--- config.mk ---
export PLATFORM = sky130hd
export DESIGN_NAME = vliw_group_issue
export DESIGN_NICKNAME = d
export VERILOG_FILES = /design/src/rtl/vliw_issue_pkg.sv /design/src/rtl/vliw_issue_datapath.sv /design/src/rtl/vliw_issue_control.sv /design/src/rtl/vliw_group_issue.sv
export SDC_FILE = /design/constraint.sdc
export NUM_CORES = 1
export LEC_CHECK = 0
export BUFFER_PORTS_ARGS = -buffer_cell sky130_fd_sc_hd__buf_2
export CAP_MARGIN = 15
export CORE_ASPECT_RATIO = 0.9
export CORE_MARGIN = 2
export CORE_UTILIZATION = 45
export CTS_BUF_LIST = sky130_fd_sc_hd__clkbuf_4
export CTS_CLUSTER_DIAMETER = 40
export DETAILED_ROUTE_END_ITERATION = 6
export GPL_ROUTABILITY_DRIVEN = 0
export GPL_TIMING_DRIVEN = 1
export PLACE_DENSITY = 0.82
export SETUP_SLACK_MARGIN = 0.2
export SYNTH_ARGS = -nofsm -noshare
export SYNTH_HDL_FRONTEND = slang
export SYNTH_SLANG_ARGS = --single-unit
--- constraint.sdc ---
create_clock -name clk -period 5.1 [get_ports clk]
set_input_delay 0.255 -clock clk [delete_from_list [all_inputs] [get_ports clk]]
set_output_delay 0.255 -clock clk [all_outputs]
set_load 0.005 [all_outputs]
--- src/rtl/vliw_issue_pkg.sv ---
package vliw_issue_pkg;

  typedef enum logic [1:0] {
    CLS_NULL = 2'b00,
    CLS_INT  = 2'b01,
    CLS_FLT  = 2'b10,
    CLS_BR   = 2'b11
  } parcel_cls_e;

  // strobes from control to datapath
  typedef struct packed {
    logic load;     // capture the offered bundle
    logic advance;  // move to the next group
    logic active;   // a bundle is held
  } issue_ctl_t;

  // unit type bound to a slot: branch first, then integers, then floats
  function automatic parcel_cls_e slotClass(int slot, int intLanes);
    if (slot == 0) return CLS_BR;
    else if (slot <= intLanes) return CLS_INT;
    else return CLS_FLT;
  endfunction

endpackage

--- src/rtl/vliw_issue_datapath.sv ---
module vliw_issue_datapath
  import vliw_issue_pkg::*;
#(
  parameter int INT_LANES = 3,
  parameter int FLT_LANES = 2,
  parameter int PAYLOAD_W = 8
) (
  input  logic                        clk,
  input  logic                        rstN,
  input  issue_ctl_t                  ctl,
  input  logic [2*(1+INT_LANES+FLT_LANES)-1:0]         inClass,
  input  logic [(1+INT_LANES+FLT_LANES)-1:0]           inStop,
  input  logic [(1+INT_LANES+FLT_LANES)-1:0]           inMask,
  input  logic [PAYLOAD_W*(1+INT_LANES+FLT_LANES)-1:0] inPayload,
  output logic                        lastGroup,
  output logic [(1+INT_LANES+FLT_LANES)-1:0]           laneIssue,
  output logic [PAYLOAD_W*(1+INT_LANES+FLT_LANES)-1:0] lanePayload,
  output logic                        illegalFlag
);
  localparam int SLOTS = 1 + INT_LANES + FLT_LANES;
  localparam int PTR_W = $clog2(SLOTS);
  localparam logic [PTR_W-1:0] LAST_SLOT = PTR_W'(SLOTS - 1);

  logic [2*SLOTS-1:0]         heldClass;
  logic [SLOTS-1:0]           heldStop;
  logic [SLOTS-1:0]           heldMask;
  logic [PAYLOAD_W*SLOTS-1:0] heldPayload;
  logic [PTR_W-1:0]           startPtr;
  logic [PTR_W-1:0]           groupEnd;
  logic [SLOTS-1:0]           misplaced;

  always_ff @(posedge clk) begin
    if (!rstN) begin
      heldClass   <= '0;
      heldStop    <= '0;
      heldMask    <= '0;
      heldPayload <= '0;
      startPtr    <= '0;
    end else if (ctl.load) begin
      heldClass   <= inClass;
      heldStop    <= inStop;
      heldMask    <= inMask;
      heldPayload <= inPayload;
      startPtr    <= '0;
    end else if (ctl.advance) begin
      startPtr    <= groupEnd + PTR_W'(1);
    end
  end

  // first stop at or after the group start closes the group
  always_comb begin
    logic found;
    found    = 1'b0;
    groupEnd = LAST_SLOT;
    for (int j = 0; j < SLOTS; j++) begin
      if (!found && (PTR_W'(j) >= startPtr) && heldStop[j]) begin
        groupEnd = PTR_W'(j);
        found    = 1'b1;
      end
    end
  end

  assign lastGroup = (groupEnd == LAST_SLOT);

  for (genvar s = 0; s < SLOTS; s++) begin : g_lane
    localparam logic [PTR_W-1:0] SLOT_IDX = PTR_W'(s);
    localparam parcel_cls_e WANT = slotClass(s, INT_LANES);
    logic       inGroup;
    logic [1:0] cls;
    logic       nonNull;
    logic       fits;

    assign cls     = heldClass[2*s +: 2];
    assign inGroup = ctl.active && (SLOT_IDX >= startPtr) && (SLOT_IDX <= groupEnd);
    assign nonNull = (cls != CLS_NULL);
    assign fits    = (cls == WANT);

    assign laneIssue[s] = inGroup && nonNull && fits && !heldMask[s];
    assign misplaced[s] = inGroup && nonNull && !fits;
    assign lanePayload[PAYLOAD_W*s +: PAYLOAD_W] =
      laneIssue[s] ? heldPayload[PAYLOAD_W*s +: PAYLOAD_W] : '0;
  end

  assign illegalFlag = |misplaced;

endmodule

--- src/rtl/vliw_issue_control.sv ---
module vliw_issue_control
  import vliw_issue_pkg::*;
(
  input  logic       clk,
  input  logic       rstN,
  input  logic       bundleValid,
  input  logic       lastGroup,
  output logic       bundleReady,
  output issue_ctl_t ctl
);
  logic heldValid;

  assign bundleReady = !heldValid || lastGroup;
  assign ctl.load    = bundleValid && bundleReady;
  assign ctl.advance = heldValid && !lastGroup;
  assign ctl.active  = heldValid;

  always_ff @(posedge clk) begin
    if (!rstN)          heldValid <= 1'b0;
    else if (ctl.load)  heldValid <= 1'b1;
    else if (lastGroup) heldValid <= 1'b0;
  end

endmodule

--- src/rtl/vliw_group_issue.sv ---
module vliw_group_issue
  import vliw_issue_pkg::*;
#(
  parameter int INT_LANES = 3,
  parameter int FLT_LANES = 2,
  parameter int PAYLOAD_W = 8
) (
  input  logic clk,
  input  logic rstN,
  input  logic bundleValid,
  output logic bundleReady,
  input  logic [2*(1+INT_LANES+FLT_LANES)-1:0]         bundleClass,
  input  logic [(1+INT_LANES+FLT_LANES)-1:0]           bundleStop,
  input  logic [(1+INT_LANES+FLT_LANES)-1:0]           bundleMask,
  input  logic [PAYLOAD_W*(1+INT_LANES+FLT_LANES)-1:0] bundlePayload,
  output logic [(1+INT_LANES+FLT_LANES)-1:0]           laneIssue,
  output logic [PAYLOAD_W*(1+INT_LANES+FLT_LANES)-1:0] lanePayload,
  output logic illegalFlag
);
  issue_ctl_t ctl;
  logic       lastGroup;

  vliw_issue_control u_ctl (
    .clk         (clk),
    .rstN        (rstN),
    .bundleValid (bundleValid),
    .lastGroup   (lastGroup),
    .bundleReady (bundleReady),
    .ctl         (ctl)
  );

  vliw_issue_datapath #(
    .INT_LANES (INT_LANES),
    .FLT_LANES (FLT_LANES),
    .PAYLOAD_W (PAYLOAD_W)
  ) u_dp (
    .clk         (clk),
    .rstN        (rstN),
    .ctl         (ctl),
    .inClass     (bundleClass),
    .inStop      (bundleStop),
    .inMask      (bundleMask),
    .inPayload   (bundlePayload),
    .lastGroup   (lastGroup),
    .laneIssue   (laneIssue),
    .lanePayload (lanePayload),
    .illegalFlag (illegalFlag)
  );

endmodule

==> run metrics <==
Tightest Hold Check Type in2reg; Initial DRT Pass Iterations 4; worst path cell trace nand2b_1, a21o_2, and3_1, or2_2, o21a_1, ha_1, a21oi_1, a211oi_1, a211o_1, buf_2; switching power approximately 0.46 mW; postcts setup bufs 0; CTS Root Cell clkbuf_4; Final Max Tran Viols 0; sequential share of power roughly 45%; Yosys top cell area share 39.4%; CTS clk-pin slew, worst paths between 0.1 and 0.15 ns; H-Tree Depth 3; Max VDD drop between 0.0002 and 0.00025 V; post-synthesis sequential area ratio about two fifths; pwr/cell area about 340 nW/µm²; synth unique cells 43; row count 31; Synth Flop Type dfxtp_1; flops & latches, synth between 70 and 80; setup_tns 0 ns; half-perimeter wire length after placement 6.33 mm; final hold violation count 0; P&R area growth vs syn 21.1%; Leakage between 2 and 2.5 nW; Routed Antenna Nets 0; power share of the combinational group between 20% and 30%; Core ar. 8150 µm²; MaxCap Viol Count 0; layout cells sized above 1 27.6%; I/O pins between 100 and 150; hold depth 3; routed vias/inst 4.92; # diodes 0; final std cells w/o fill ~670; biggest area consumer among synthesized cells dfxtp_1; Total Routed Length 8.71 mm; share of the cycle needed by the critical path after routing 63.3%; Critical-path top delay cell dfxtp_1; CTS Hold Bufs 0; EDFF count, synth 0; Mapped Area between 3000 and 4000 µm²; synth top area cells dfxtp_1 39%, mux2i_1 19%, nand2_1 15%; switching part of the total between 20% and 30%; die area between 9000 and 10000 µm²; internal cell power around 1.1 mW; RSZ-0062 raised after global routing no; vias post-DR about 3300; Filler cells 769; crit path capture type output port; PostCTS Resize Cnt 0; CTS tree done; outcome complete, no violations; Sink Count 75; sequential standard cell area ~1500 µm²; CP Max Fanout 8; first-pass GRT wire length ~14 mm; Synthesized Nets around 530; Max Fclk roughly 310 MHz; Rel. slew slack between 40% and 50%; post-synthesis cell count between 400 and 500; Num CTS Buffers 9; Initial Utilization between 40% and 50%; Die X ~100 µm; data required time of the worst path ~4.9 ns; global route total overflow 0; Clock power frac between 30% and 40%; clock skew ~0.012 ns; die height roughly 91 µm; clk buf depth 2; Crit Path Category reg2out; WP data arrival between 2 and 3 ns; ys async rst share 0%; initial antenna violation count 0; largest net degree at the start of global routing 97; Clock Latency Late Sink ~0.41 ns; Nets roughly 640; Tmin final ~3.2 ns; worst reg2reg path depth 6; Setup-failing EPs final 0; PortBufs between 100 and 150; Ys Warns 0; placed insts 651; DRC 0; Mean Syn Cell Area about 8.5 µm²; wire per inst roughly 13 µm; multi-input combinational cell area between 2000 and 2500 µm²; DRT iter0 DRCs 172; Slew @ Worst Pin between 0.8 and 0.9 ns; GRT Total Usage roughly 19%; vias in the first global route approximately 3100; critical path launch point type flip-flop; crit-path max cell delay approximately 0.41 ns; Final Power 1.59 mW
## metal layers
metal	global-route usage [%]	vias up	part of all wire (%)
met5	0	-	0
met4	5.63	0	1.3
met3	6.39	11	8.6
met2	30.1	123	44
met1	25.3	1455	46
li1	-	1694	-
## registers in the layout, indices dropped and copies added, names as in the netlist
| signal | flops |
|---|---|
| u_dp.heldMask | 6 |
| u_dp.heldStop | 5 |
| u_dp.heldPayload | 48 |
| u_ctl.heldValid | 1 |
| u_dp.heldClass | 12 |
| u_dp.startPtr | 3 |
## cell families (layout without fill, tap and decap cells)
family | Yosys count | after routing | synth area share [%]
AND/OR/NAND/NOR | 230 | 230 | 27.7
flip-flops | 75 | 75 | 39.4
multiplexers | 72 | 72 | 18.9
buffers and inverters | 37 | 155 | 5.98
AO/OA/AOI/OAI | 32 | 32 | 6.77
adder cells (fa/ha/maj) | 3 | 3 | 0.986
XOR/XNOR | 1 | 1 | 0.230
## cells in the mapped netlist, types with 2 or more instances
library cell	n
o21a_1	3
nand2_1	152
buf_2	2
nor3_1	3
nor2_1	10
a21boi_1	2
a21oi_2	2
nor2b_1	3
and2_1	48
and3_1	2
a211o_1	3
dfxtp_1	75
nand2b_1	4
clkbuf_1	20
nor3_2	2
mux2i_1	72
inv_1	7
o21ai_0	4
a21oi_1	3
ha_1	3
a21boi_0	2
buf_8	7
## placed cells by master (no fill, tap or decap), types with 7 or more instances in the layout
master	n
nor2_1	10
nand2_1	152
dfxtp_1	75
inv_1	7
buf_2	128
clkbuf_4	10
mux2i_1	72
and2_1	48
## metrics by stage
stage / hold slack, ns / worst slack, ns / utilization (%) / cell area (µm²)
5_1_grt: 0.0362 / 1.74 / 56.6 / 4610
3_5_place_dp: 0.444 / 2.35 / 54.1 / 4410
6_report: 0.0705 / 1.87 / 56.6 / 4610
4_1_cts: 0.0447 / 1.87 / 56.6 / 4610
2_1_floorplan: 0.397 / 2.67 / - / 3810
3_3_place_gp: 0.437 / 2.40 / 54.1 / 4410
## power by group through the flow
stage	registers, mW	clock network (mW)	logic [mW]
after floorplan	0.706	0	0.330
after detailed placement	0.727	0	0.378
after CTS	0.714	0.513	0.381
after global routing	0.726	0.542	0.417
final	0.715	0.497	0.378
after global placement	0.724	0	0.364
## worst max-delay path: cells and delay by family, from the launching register on
| kind | cells | cell delay, ns |
|---|---|---|
| adders and majority gates | 1 | 0.20 |
| AOI/OAI and AO/OA | 5 | 1.14 |
| and+or+nand+nor | 3 | 0.69 |
| buffers and inverters | 1 | 0.13 |
| DFF | 1 | 0.41 |
## final timing paths
kind | end | from | slack, ns
setup / recovery | illegalFlag | u_dp.startPtr[0]$_SDFFE_PP0P_ | 1.87
setup reg to reg | u_dp.heldPayload[24]$_SDFFE_PN0P_ | u_dp.startPtr[0]$_SDFFE_PP0P_ | 2.75
hold reg to reg | u_dp.heldPayload[6]$_SDFFE_PN0P_ | u_dp.heldPayload[6]$_SDFFE_PN0P_ | 0.46
hold / removal | u_dp.heldPayload[17]$_SDFFE_PN0P_ | bundlePayload[17] | 0.07
## area by class of cell
| type | count | area share, % |
|---|---|---|
| Sequential cell | 75 | 32.5 |
| Inverter | 7 | 0.570 |
| Multi-Input combinational cell | 338 | 45.3 |
| Tap cell | 99 | 2.69 |
| Clock buffer | 10 | 1.63 |
| Timing Repair Buffer | 132 | 14.5 |
| Clock inverter | 6 | 2.77 |
Note: power is estimated with default switching activity, not from simulation.
